$ cat config.mk
export PLATFORM = sky130hd
export DESIGN_NAME = dma_event_sched
export DESIGN_NICKNAME = d
export VERILOG_FILES = /design/src/rtl/dma_sched_pkg.sv /design/src/rtl/dma_sched_regs.sv /design/src/rtl/dma_sched_arb.sv /design/src/rtl/dma_event_sched.sv
export SDC_FILE = /design/constraint.sdc
export NUM_CORES = 2
export LEC_CHECK = 0
export BUFFER_PORTS_ARGS = -buffer_cell sky130_fd_sc_hd__buf_2
export CAP_MARGIN = 20
export CORE_MARGIN = 10
export CORE_UTILIZATION = 30
export CTS_CLUSTER_DIAMETER = 40
export DETAILED_ROUTE_END_ITERATION = 6
export HOLD_SLACK_MARGIN = 0.1
export PLACE_DENSITY = 0.46
export SYNTH_ARGS = -nofsm -noshare
export SYNTH_HDL_FRONTEND = slang
export SYNTH_SLANG_ARGS = --single-unit
$ cat constraint.sdc
create_clock -name clk -period 53.7 [get_ports clk]
set_input_delay 8.055 -clock clk [delete_from_list [all_inputs] [get_ports clk]]
set_output_delay 8.055 -clock clk [all_outputs]
set_load 0.005 [all_outputs]
$ cat src/rtl/dma_sched_pkg.sv
package dma_sched_pkg;
  localparam int CH_IDX_W = 5;
  localparam int IDX_W    = 5;
  localparam int ADDR_W   = 7;

  localparam logic [1:0] REGION_CTRL = 2'd0;
  localparam logic [1:0] REGION_PRIO = 2'd1;
  localparam logic [1:0] REGION_MASK = 2'd2;

  localparam logic [IDX_W-1:0] OFS_START = 5'd0;
  localparam logic [IDX_W-1:0] OFS_PEND  = 5'd1;
  localparam logic [IDX_W-1:0] OFS_STOP  = 5'd2;
  localparam logic [IDX_W-1:0] OFS_HALT  = 5'd3;
  localparam logic [IDX_W-1:0] OFS_INT   = 5'd4;
  localparam logic [IDX_W-1:0] OFS_ERR   = 5'd5;
  localparam logic [IDX_W-1:0] OFS_EMASK = 5'd6;

  // control -> datapath strobes
  typedef struct packed {
    logic                retire;
    logic [CH_IDX_W-1:0] chan;
  } arbStrobe_t;
endpackage

$ cat src/rtl/dma_sched_regs.sv
module dma_sched_regs
  import dma_sched_pkg::*;
#(
  parameter int NUM_CH  = 32,
  parameter int NUM_SRC = 32,
  parameter int PRIO_W  = 3,
  parameter int DATA_W  = 32
) (
  input  logic                     clk,
  input  logic                     rstN,
  input  logic [NUM_SRC-1:0]       reqIn,
  input  logic                     regWrEn,
  input  logic                     regRdEn,
  input  logic [ADDR_W-1:0]        regAddr,
  input  logic [DATA_W-1:0]        regWrData,
  output logic [DATA_W-1:0]        regRdData,
  input  arbStrobe_t               strobe,
  output logic [NUM_CH-1:0]        eligible,
  output logic [NUM_CH*PRIO_W-1:0] prioFlat,
  output logic                     errIrq,
  output logic                     doneIrq
);
  logic [NUM_CH-1:0] evPend, swStart, stopStat, intStat, errStat, errMask;
  logic [PRIO_W-1:0] prio [NUM_CH];
  logic [NUM_CH-1:0] srcMask [NUM_SRC];

  logic [1:0]       region;
  logic [IDX_W-1:0] idx;
  logic             ctrlWr;
  logic [NUM_CH-1:0] wrBits, hitHw, swWr, haltWr, pendClr, stopClr, intClr;
  logic [NUM_CH-1:0] retireVec, pending, ovf;
  logic             errRdClr;

  assign region  = regAddr[ADDR_W-1:IDX_W];
  assign idx     = regAddr[IDX_W-1:0];
  assign ctrlWr  = regWrEn && (region == REGION_CTRL);
  assign wrBits  = regWrData[NUM_CH-1:0];
  assign swWr    = (ctrlWr && idx == OFS_START) ? wrBits : '0;
  assign haltWr  = (ctrlWr && idx == OFS_HALT)  ? wrBits : '0;
  assign pendClr = (ctrlWr && idx == OFS_PEND)  ? wrBits : '0;
  assign stopClr = (ctrlWr && idx == OFS_STOP)  ? wrBits : '0;
  assign intClr  = (ctrlWr && idx == OFS_INT)   ? wrBits : '0;
  assign errRdClr = regRdEn && (region == REGION_CTRL) && (idx == OFS_ERR);

  assign retireVec = strobe.retire ? (NUM_CH'(1) << strobe.chan) : '0;
  assign pending   = evPend | swStart;
  assign ovf       = (hitHw | swWr) & pending;

  // fan-out of hardware lines through the per-source tables
  always_comb begin
    hitHw = '0;
    for (int s = 0; s < NUM_SRC; s++)
      if (reqIn[s]) hitHw = hitHw | srcMask[s];
  end

  for (genvar c = 0; c < NUM_CH; c++) begin : g_ch
    assign prioFlat[c*PRIO_W +: PRIO_W] = prio[c];
    assign eligible[c] = pending[c] && (prio[c] != '0) && !stopStat[c];
  end

  always_ff @(posedge clk) begin
    if (!rstN) begin
      evPend   <= '0;
      swStart  <= '0;
      stopStat <= '0;
      intStat  <= '0;
      errStat  <= '0;
      errMask  <= '0;
      for (int c = 0; c < NUM_CH; c++) prio[c] <= '0;
      for (int s = 0; s < NUM_SRC; s++) srcMask[s] <= '0;
    end else begin
      evPend   <= ((evPend & ~pendClr & ~retireVec) | (hitHw & ~pending)) & ~haltWr;
      swStart  <= ((swStart & ~retireVec) | (swWr & ~pending)) & ~haltWr;
      stopStat <= (stopStat & ~stopClr) | haltWr;
      intStat  <= (intStat & ~intClr) | retireVec;
      errStat  <= (errRdClr ? '0 : errStat) | ovf;
      if (ctrlWr && idx == OFS_EMASK) errMask <= wrBits;
      if (regWrEn && region == REGION_PRIO && int'(idx) < NUM_CH)
        prio[idx] <= regWrData[PRIO_W-1:0];
      if (regWrEn && region == REGION_MASK && int'(idx) < NUM_SRC)
        srcMask[idx] <= wrBits;
    end
  end

  always_comb begin
    regRdData = '0;
    case (region)
      REGION_CTRL: begin
        case (idx)
          OFS_START: regRdData = DATA_W'(swStart);
          OFS_PEND:  regRdData = DATA_W'(evPend);
          OFS_STOP:  regRdData = DATA_W'(stopStat);
          OFS_INT:   regRdData = DATA_W'(intStat);
          OFS_ERR:   regRdData = DATA_W'(errStat);
          OFS_EMASK: regRdData = DATA_W'(errMask);
          default:   regRdData = '0;
        endcase
      end
      REGION_PRIO: if (int'(idx) < NUM_CH)  regRdData = DATA_W'(prio[idx]);
      REGION_MASK: if (int'(idx) < NUM_SRC) regRdData = DATA_W'(srcMask[idx]);
      default:     regRdData = '0;
    endcase
  end

  assign errIrq  = |(errStat & errMask);
  assign doneIrq = |intStat;

  assert_overflow_flag_R5: assert property (@(posedge clk) disable iff (!rstN)
    (ovf != '0) |=> ((errStat & $past(ovf)) == $past(ovf)));

  assert_halt_clears_R9: assert property (@(posedge clk) disable iff (!rstN)
    (haltWr != '0) |=> (((evPend | swStart) & $past(haltWr)) == '0));

  assert_retire_flag_R7: assert property (@(posedge clk) disable iff (!rstN)
    strobe.retire |=> ((intStat & $past(retireVec)) != '0));
endmodule

$ cat src/rtl/dma_sched_arb.sv
module dma_sched_arb
  import dma_sched_pkg::*;
#(
  parameter int NUM_CH = 32,
  parameter int PRIO_W = 3
) (
  input  logic                     clk,
  input  logic                     rstN,
  input  logic [NUM_CH-1:0]        eligible,
  input  logic [NUM_CH*PRIO_W-1:0] prioFlat,
  input  logic                     doneIn,
  output logic                     grantValid,
  output logic [CH_IDX_W-1:0]      grantChan,
  output arbStrobe_t               strobe
);
  logic [PRIO_W-1:0]   bestPrio;
  logic [CH_IDX_W-1:0] bestChan;
  logic                anyElig;

  // scan downward so that on equal priority the lower index overwrites
  always_comb begin
    bestPrio = '0;
    bestChan = '0;
    for (int c = NUM_CH - 1; c >= 0; c--) begin
      if (eligible[c] && prioFlat[c*PRIO_W +: PRIO_W] >= bestPrio) begin
        bestPrio = prioFlat[c*PRIO_W +: PRIO_W];
        bestChan = CH_IDX_W'(c);
      end
    end
  end
  assign anyElig = |eligible;

  always_ff @(posedge clk) begin
    if (!rstN) begin
      grantValid <= 1'b0;
      grantChan  <= '0;
    end else if (!grantValid) begin
      if (anyElig) begin
        grantValid <= 1'b1;
        grantChan  <= bestChan;
      end
    end else if (doneIn || !eligible[grantChan]) begin
      grantValid <= 1'b0;
    end
  end

  assign strobe.retire = grantValid && doneIn;
  assign strobe.chan   = grantChan;

  assert_grant_eligible_R3: assert property (@(posedge clk) disable iff (!rstN)
    $rose(grantValid) |-> (|(($past(eligible) >> grantChan) & NUM_CH'(1))));

  assert_grant_hold_R7: assert property (@(posedge clk) disable iff (!rstN)
    (grantValid && !doneIn && eligible[grantChan]) |=> (grantValid && $stable(grantChan)));

  assert_done_release_R7: assert property (@(posedge clk) disable iff (!rstN)
    (grantValid && doneIn) |=> !grantValid);

  assert_withdraw_R9: assert property (@(posedge clk) disable iff (!rstN)
    (grantValid && !eligible[grantChan]) |=> !grantValid);
endmodule

$ cat src/rtl/dma_event_sched.sv
module dma_event_sched
  import dma_sched_pkg::*;
#(
  parameter int NUM_CH  = 32,
  parameter int NUM_SRC = 32,
  parameter int PRIO_W  = 3,
  parameter int DATA_W  = 32
) (
  input  logic                clk,
  input  logic                rstN,
  input  logic [NUM_SRC-1:0]  reqIn,
  input  logic                regWrEn,
  input  logic                regRdEn,
  input  logic [ADDR_W-1:0]   regAddr,
  input  logic [DATA_W-1:0]   regWrData,
  output logic [DATA_W-1:0]   regRdData,
  input  logic                doneIn,
  output logic                grantValid,
  output logic [CH_IDX_W-1:0] grantChan,
  output logic                errIrq,
  output logic                doneIrq
);
  logic [NUM_CH-1:0]        eligible;
  logic [NUM_CH*PRIO_W-1:0] prioFlat;
  arbStrobe_t               strobe;

  dma_sched_regs #(.NUM_CH(NUM_CH), .NUM_SRC(NUM_SRC), .PRIO_W(PRIO_W), .DATA_W(DATA_W)) u_regs (
    .clk(clk), .rstN(rstN), .reqIn(reqIn),
    .regWrEn(regWrEn), .regRdEn(regRdEn), .regAddr(regAddr),
    .regWrData(regWrData), .regRdData(regRdData),
    .strobe(strobe), .eligible(eligible), .prioFlat(prioFlat),
    .errIrq(errIrq), .doneIrq(doneIrq)
  );

  dma_sched_arb #(.NUM_CH(NUM_CH), .PRIO_W(PRIO_W)) u_arb (
    .clk(clk), .rstN(rstN), .eligible(eligible), .prioFlat(prioFlat),
    .doneIn(doneIn), .grantValid(grantValid), .grantChan(grantChan),
    .strobe(strobe)
  );
endmodule

After elaboration in Yosys (flattened, before gate mapping):

Memory sizes are Yosys's and may differ from the RTL's.
Cells that the tools add are included.

* register bits after elaboration: 198
* bits in latches: 0
* memory bits (writable): 1120
* memory bits (read-only): 0
* input port bits: 76
* output and inout bits: 40
* word-level logic and storage cells: 412
* memories: 2

* $add $sub $neg: 0
* $mul: 0
* divide/modulo/power cells: 0
* order comparisons: 33
* eq/ne operators: 8
* shift operators: 1
* muxes and demuxes: 122
* bitwise gates (word level): 56
* reduce and logical (&&, ||, !) cells: 182

Memories
* u_regs.srcMask: words 32, bits a word 32, rd ports 33, clocked after memory_dff 0, wr ports 32, line dma_sched_regs.sv:25 `logic [NUM_CH-1:0] srcMask [NUM_SRC];`
* u_regs.prio: words 32, bits a word 3, rd ports 33, clocked after memory_dff 0, wr ports 32, line dma_sched_regs.sv:24 `logic [PRIO_W-1:0] prio [NUM_CH];`

Operators by type and width (number)
* two-way mux 32 bit: 40
* OR 32 bit: 38
* bitwise AND 32 bit: 11
* inverter 32 bit: 6
* case mux 32 bit (6 select lines): 1
* two-way mux 5 bit: 34
* OR reduction 32 bit: 4
* logical AND 1 bit: 108
* two-way mux 3 bit: 32
* case mux 32 bit (3 select lines): 1
* nonzero test 3 bit: 32
* greater-or-equal comparator 3 bit: 31
* logical NOT 1 bit: 33
* << shifter 1 x 5 -> 32 bit, first input constant: 1
* equality test 5 x 3 -> 1 bit, second input constant: 3
* two-way mux 1 bit: 13
* equality test 5 x 2 -> 1 bit, second input constant: 2
* less-than comparator 5 x 6 -> 1 bit, second input constant: 1
* binary-select mux 1 bit (select 5 bit): 1
* equality test 5 x 1 -> 1 bit, second input constant: 1
* logical NOT 5 bit: 1
* greater-or-equal comparator 3 x 1 -> 1 bit, second input constant: 1
* OR reduction 3 bit: 1
* equality test 2 x 1 -> 1 bit, second input constant: 1
* other kinds (5): 5

Depth between registers and ports, before layout:

* depth after elaboration: 98
* depth in mapped cells: 222
* mapped depth without buffers: 222

By module:

From an unflattened synthesis, not the netlist that was laid out.

* cells, all modules: 6273
* area total of the unflattened synthesis: 71777.6 µm²

By module, submodules not included
* dma_sched_regs: times used 1, cells an instance 5521, area an instance 66680.2 µm², sequential area each 37475.9 µm²
* dma_sched_arb: times used 1, cells an instance 752, area an instance 5097.4 µm², sequential area each 120.1 µm²

Worst setup path after synthesis:

No wires, ideal clock.

* kind: register to register
* start: reg u_regs.stopStat[31]
* end: reg u_arb.grantChan[4]
* setup time: 0.060 ns
* data arrival time: 39.214 ns
* required time: 53.640 ns
* slack: 14.427 ns
* stages on the path, launching flop included: 216
* buffers on the path: 0
* period minus slack after synthesis: 39.273 ns
* cells stage by stage: dfxtp_1 -> o21ba_4 -> and2_1 -> inv_1 -> ha_1 -> nand2_1 -> o21ai_4 -> nand2_1 -> o21ai_0 -> ha_1 -> nand2b_1 -> o311a_1 -> o311ai_1 -> mux2_2 -> ha_1 -> nand2b_1 -> and3_1 -> a22o_1 -> [... 180 more ...] -> nand3_1 -> o21ai_0 -> nor2_1 -> mux2_4 -> ha_1 -> nand2b_1 -> a21oi_1 -> nor2b_1 -> o21ai_1 -> mux2_4 -> ha_1 -> nand2b_1 -> a21oi_1 -> nor2b_1 -> o21ai_0 -> nand4_1 -> nor4bb_1 -> a22o_1

* word-level cells in the longest chain between the ends: 97
* elaborated cells on any way between the ends: 130
* those cells by class: 31 x order compare; 63 x mux; 36 x reduce/logical

RTL lines
* start: declaration: line dma_sched_regs.sv:23 `logic [NUM_CH-1:0] evPend, swStart, stopStat, intStat, errStat, errMask;`
* start signal: assignment: line dma_sched_regs.sv:74 `stopStat <= (stopStat & ~stopClr) | haltWr;`
* logical NOT 1 bit (*): line dma_sched_regs.sv:58 `assign eligible[c] = pending[c] && (prio[c] != '0) && !stopStat[c];`
* logical AND 1 bit (*): line dma_sched_regs.sv:58
* logical AND 1 bit: line dma_sched_arb.sv:25 `if (eligible[c] && prioFlat[c*PRIO_W +: PRIO_W] >= bestPrio) begin`
* two-way mux 3 bit: line dma_sched_arb.sv:25
* greater-or-equal comparator 3 bit: line dma_sched_arb.sv:25
* logical AND 1 bit: line dma_sched_arb.sv:25
* two-way mux 3 bit: line dma_sched_arb.sv:25
* greater-or-equal comparator 3 bit: line dma_sched_arb.sv:25
* [... 81 more ...]
* logical AND 1 bit: line dma_sched_arb.sv:25
* two-way mux 3 bit: line dma_sched_arb.sv:25
* greater-or-equal comparator 3 bit: line dma_sched_arb.sv:25
* logical AND 1 bit: line dma_sched_arb.sv:25
* two-way mux 3 bit: line dma_sched_arb.sv:25
* greater-or-equal comparator 3 bit: line dma_sched_arb.sv:25
* logical AND 1 bit: line dma_sched_arb.sv:25
* two-way mux 5 bit: line dma_sched_arb.sv:25
* end signal: assignment: line dma_sched_arb.sv:40 `grantChan <= bestChan;`
* end: declaration: line dma_sched_arb.sv:13 `output logic [CH_IDX_W-1:0] grantChan,`

Every way passes the cells marked *; elsewhere a longest branch is shown, timed or not.
A chain may end at the register's enable or synchronous reset.

Worst setup path in the final report:

* start: reg u_regs.swStart[31]
* end: reg u_arb.grantChan[3]

* word-level cells in the longest chain between the ends: 98
* elaborated cells on any way between the ends: 131
* those cells by class: 31 x order compare; 63 x mux; 1 x bitwise; 36 x reduce/logical

RTL lines
* start: declaration: line dma_sched_regs.sv:23
* start signal: assignment: line dma_sched_regs.sv:73 `swStart <= ((swStart & ~retireVec) | (swWr & ~pending)) & ~haltWr;`
* OR 32 bit (*): line dma_sched_regs.sv:46 `assign pending = evPend | swStart;`
* logical AND 1 bit (*) (2 in a row): line dma_sched_regs.sv:58
* logical AND 1 bit: line dma_sched_arb.sv:25
* two-way mux 3 bit: line dma_sched_arb.sv:25
* greater-or-equal comparator 3 bit: line dma_sched_arb.sv:25
* logical AND 1 bit: line dma_sched_arb.sv:25
* two-way mux 3 bit: line dma_sched_arb.sv:25
* greater-or-equal comparator 3 bit: line dma_sched_arb.sv:25
* [... 81 more ...]
* logical AND 1 bit: line dma_sched_arb.sv:25
* two-way mux 3 bit: line dma_sched_arb.sv:25
* greater-or-equal comparator 3 bit: line dma_sched_arb.sv:25
* logical AND 1 bit: line dma_sched_arb.sv:25
* two-way mux 3 bit: line dma_sched_arb.sv:25
* greater-or-equal comparator 3 bit: line dma_sched_arb.sv:25
* logical AND 1 bit: line dma_sched_arb.sv:25
* two-way mux 5 bit: line dma_sched_arb.sv:25

Marks and branches as above.

==> results_dict.tcl <==
set metrics [dict create \
    setup_ws_ns 8.601 \
    finalCriticalPeriod_ns 45.10 \
    min-delay-start "u_regs.errMask[28]" \
    port_buffers 115 \
    fin_util 0.3536 \
    die-area_mm2 0.2553 \
    slew_violations 0 \
    synth_top_family_by_area "simple AND/OR/NAND/NOR gates" \
    crit_type "register to register" \
    synth.cell_area_mm2 0.07064 \
    reg2regPathDepth 215 \
    grt_pass1_vias 57010 \
    synthCells 6099 \
    whs_endpoint "u_regs.errMask[28]" \
    dpl_cell_area_mm2 0.07492 \
    clock-sinks 1318 \
    cts_tree "yes" \
    start_kind "register" \
    finalHoldViolCount 0 \
    r2r-start "u_regs.swStart[31]" \
    grt_use_total 0.2772 \
    n_fill_cell 22880 \
    htree_num_levels 4 \
    layout-area-overhead-vs-synth_pct 17.49 \
    hold_ws_ns 0.4843 \
    syn_nets 6212 \
    fin_skew_ns 0.05725 \
    core_area_mm2 0.2347 \
    synth_warnings 0 \
    antenna_left 0 \
    drtIter0Drc 10290 \
    preCtsSetupSlack_ns 9.171 \
    path_common_cell "ha_1" \
    fin_nets 6127 \
    rows 178 \
    clk_pin_slew_ns 0.05 \
    status "finished, violations left" \
    num_vias 60030 \
    timing.final.crit_share 0.8398 \
    hpwlAfterDp_mm 208.2 \
    dr.pass1.iters 7 \
    start_util 0.3009 \
    clk-insertion-delay-late_ns 0.88 \
    post_cts_buffers 0 \
    antenna_found_initial 56 \
    fmax_ghz 0.02217 \
    cts.path.max_buffers 3 \
    routedWlPerCell_um 39.44 \
    cts_made_buffers 226 \
    worstReg2RegEnd "u_arb.grantChan[3]" \
    synth-seq-area-share 0.5322 \
    wl_mm 370.7 \
    muxShareOfSynthArea 0.09554 \
    p_leak_nw 29.29 \
    ys.flop_type "edfxtp_1" \
    drive_above_1_share 0.1783 \
    synth_cell_types 100 \
    crit_family "compound AO/OA/AOI/OAI gates" \
    grt_max_degree 192 \
    pwr_density_cell_mw_per_mm2 37.72 \
    endpoint_kind "register" \
    yosys.area_share.simple 0.1845 \
    cts-root-buf "clkbuf_16" \
    ir_worst_vdd_mv 0.02899 \
    rsz0062_at_grt "no" \
    fp.dieW_um 505.2 \
    fp.dieH_um 505.2 \
    grt-ovfl-total 0 \
    crit_arrival_ns 45.88 \
    ys_seq_elements 1318 \
    cpPeakStageDelay_ns 0.60 \
    cts_resized 0 \
    via_per_inst 6.386 \
    design_area_mm2 0.08299 \
    worst_hold_path_type "register to register" \
    grt_pass1_wl_mm 497.8 \
    place_congestion 0.8886 \
    async_flop_share 0 \
    cp.required_ns 54.48 \
    worst_slew_pin_slew_ns 1.188 \
    slew_headroom 0.2077 \
    setup_viol 0 \
    syn_area_per_cell_um2 11.58 \
    holdPathStages 2 \
    failed_checks "design-rule violations" \
    ios 116 \
    max_cap_violations 0 \
    path_max_fanout 9 \
    tns_ns 0 \
    synth_edf_count 1120 \
    cts_hold_buffers 0 \
    slowest_stage "o21ai_0" \
    synth-xor-area-share 0 \
    synth_compound_area_frac 0.1455 \
    synth-adder-area-share 0.007988 \
    crit_buf_inv 8 \
    rrSetupSlack_ns 8.60 \
    drc_errors 2 \
]
## power by group
part	total (mW)	internal, mW	switching (mW)
clock network	1.53	0.958	0.569
registers	1.21	1.16	0.0459
logic	0.395	0.128	0.267
## sequential cells by signal, summed over array words and instances, names as in the netlist
name              cells
u_arb.grantChan       5
u_arb.grantValid      1
u_regs.errMask       32
u_regs.errStat       32
u_regs.evPend        32
u_regs.intStat       32
u_regs.prio          96
u_regs.srcMask     1024
u_regs.stopStat      32
u_regs.swStart       32
## layout by cell type, fill, tap and decap left out, types with 16 or more instances in the layout
| cell type | n |
|---|---|
| clkbuf_1 | 17 |
| nor2_1 | 201 |
| nand3_1 | 163 |
| clkinvlp_4 | 17 |
| clkinv_4 | 23 |
| o21ai_4 | 31 |
| nand2_1 | 425 |
| a22oi_1 | 686 |
| mux4_2 | 290 |
| clkinv_1 | 18 |
| a21oi_1 | 175 |
| nand4_1 | 110 |
| nor2_4 | 39 |
| a221oi_1 | 74 |
| nor4_1 | 21 |
| buf_2 | 110 |
| bufinv_16 | 31 |
| and2_1 | 895 |
| a22o_1 | 77 |
| nand2b_1 | 38 |
| buf_4 | 156 |
| nor3_1 | 41 |
| clkinv_2 | 41 |
| o31a_1 | 20 |
| or4_1 | 32 |
| edfxtp_1 | 1120 |
| o21ai_0 | 109 |
| inv_6 | 31 |
| a21boi_0 | 73 |
| dfxtp_1 | 198 |
| o21a_1 | 16 |
| and3_1 | 302 |
| diode_2 | 35 |
| inv_1 | 57 |
| ha_1 | 37 |
| clkbuf_16 | 234 |
| nor2b_1 | 42 |
## cell usage after synthesis (5+ instances only)
cell	n	area [um2]
o31a_1	20	175.2
o31ai_1	13	97.59
mux2i_1	6	60.06
nor3_1	46	230.2
a22o_1	77	674.4
nor4_1	21	131.4
and3_1	304	1902
clkbuf_1	534	2004
a31oi_1	8	50.05
o2111ai_1	5	43.79
or2_2	12	75.07
a221oi_1	74	648.1
a21boi_0	73	548.0
nor2_1	240	900.9
nand2_1	427	1603
nand3_1	165	825.8
buf_1	48	180.2
a32oi_1	7	61.31
edfxtp_1	1120	33630
a21oi_2	5	43.79
o21a_1	16	120.1
nand2b_1	38	237.7
inv_1	57	214.0
a21oi_1	175	875.8
o211ai_1	7	52.55
nor2b_1	42	262.8
or4_1	32	240.2
nor3b_1	8	60.06
mux4_2	290	6531
maj3_1	9	90.09
or3_1	7	43.79
a221o_1	5	50.05
dfxtp_1	198	3964
nand4_1	110	688.2
o21ai_0	139	695.7
and2_1	895	5599
a2bb2oi_1	6	52.55
a21o_1	9	67.56
ha_1	37	462.9
a22oi_1	686	5150
mux2_2	10	112.6
a211oi_1	13	97.59
## kinds of logic (layout without fill, tap and decap cells)
| group | count (synthesis) | count (layout) |
|---|---|---|
| multiplexers | 309 | 309 |
| buffers and inverters | 643 | 759 |
| AND/OR/NAND/NOR | 2370 | 2370 |
| other | 0 | 35 |
| adder cells (fa/ha/maj) | 47 | 47 |
| AO/OA/AOI/OAI | 1412 | 1412 |
| flip-flops | 1318 | 1318 |
## worst min-delay path, cell delays in order, from the launching register on
cell      delay, ns
dfxtp_1        0.32
nand2_1        0.05
a21boi_0       0.06
## worst max path at each step
stage / from / endpoint / slack, ns / depth (start not counted)
5_1_grt: u_regs.swStart[31] / u_arb.grantChan[3] / 4.90 / 215
4_1_cts: u_regs.swStart[31] / u_arb.grantChan[4] / 8.96 / 215
6_report: u_regs.swStart[31] / u_arb.grantChan[3] / 8.60 / 215
2_1_floorplan: u_regs.stopStat[31] / u_arb.grantChan[4] / 14.43 / 215
3_5_place_dp: u_regs.swStart[31] / u_arb.grantChan[4] / 9.17 / 215
3_3_place_gp: u_regs.stopStat[31] / u_arb.grantChan[4] / 10.14 / 214
## layout make-up
type                    instances  area (um2)  share of cell area
diodes                         35       87.58            0.001055
clock inverters               172        1983             0.02390
repair buffers                273        1847             0.02225
flip-flops and latches       1318       37600              0.4530
multi-input cells            4138       31320              0.3774
clock buffers                 257        6002             0.07232
inverters                      57       214.0            0.002578
well taps                    3150        3941             0.04749
## per-stage QoR
| step | power, mW | instances |
|---|---|---|
| 6_report | 3.130 | 9400 |
| 5_1_grt | 3.199 | 9370 |
| 4_1_cts | 3.123 | 9365 |
| 3_5_place_dp | 1.607 | 8936 |
| 3_3_place_gp | 1.607 | 8935 |
| 2_1_floorplan | 1.428 | 6099 |
## per-layer routing
layer | global-route usage | up-vias | wire length (um)
met5 | 0 | - | 78
met4 | 0.1596 | 12 | 25300
met3 | 0.07304 | 1327 | 43310
met2 | 0.4283 | 4949 | 164100
met1 | 0.3499 | 30350 | 138000
li1 | - | 23390 | -
Note: power is estimated with default switching activity, not from simulation.
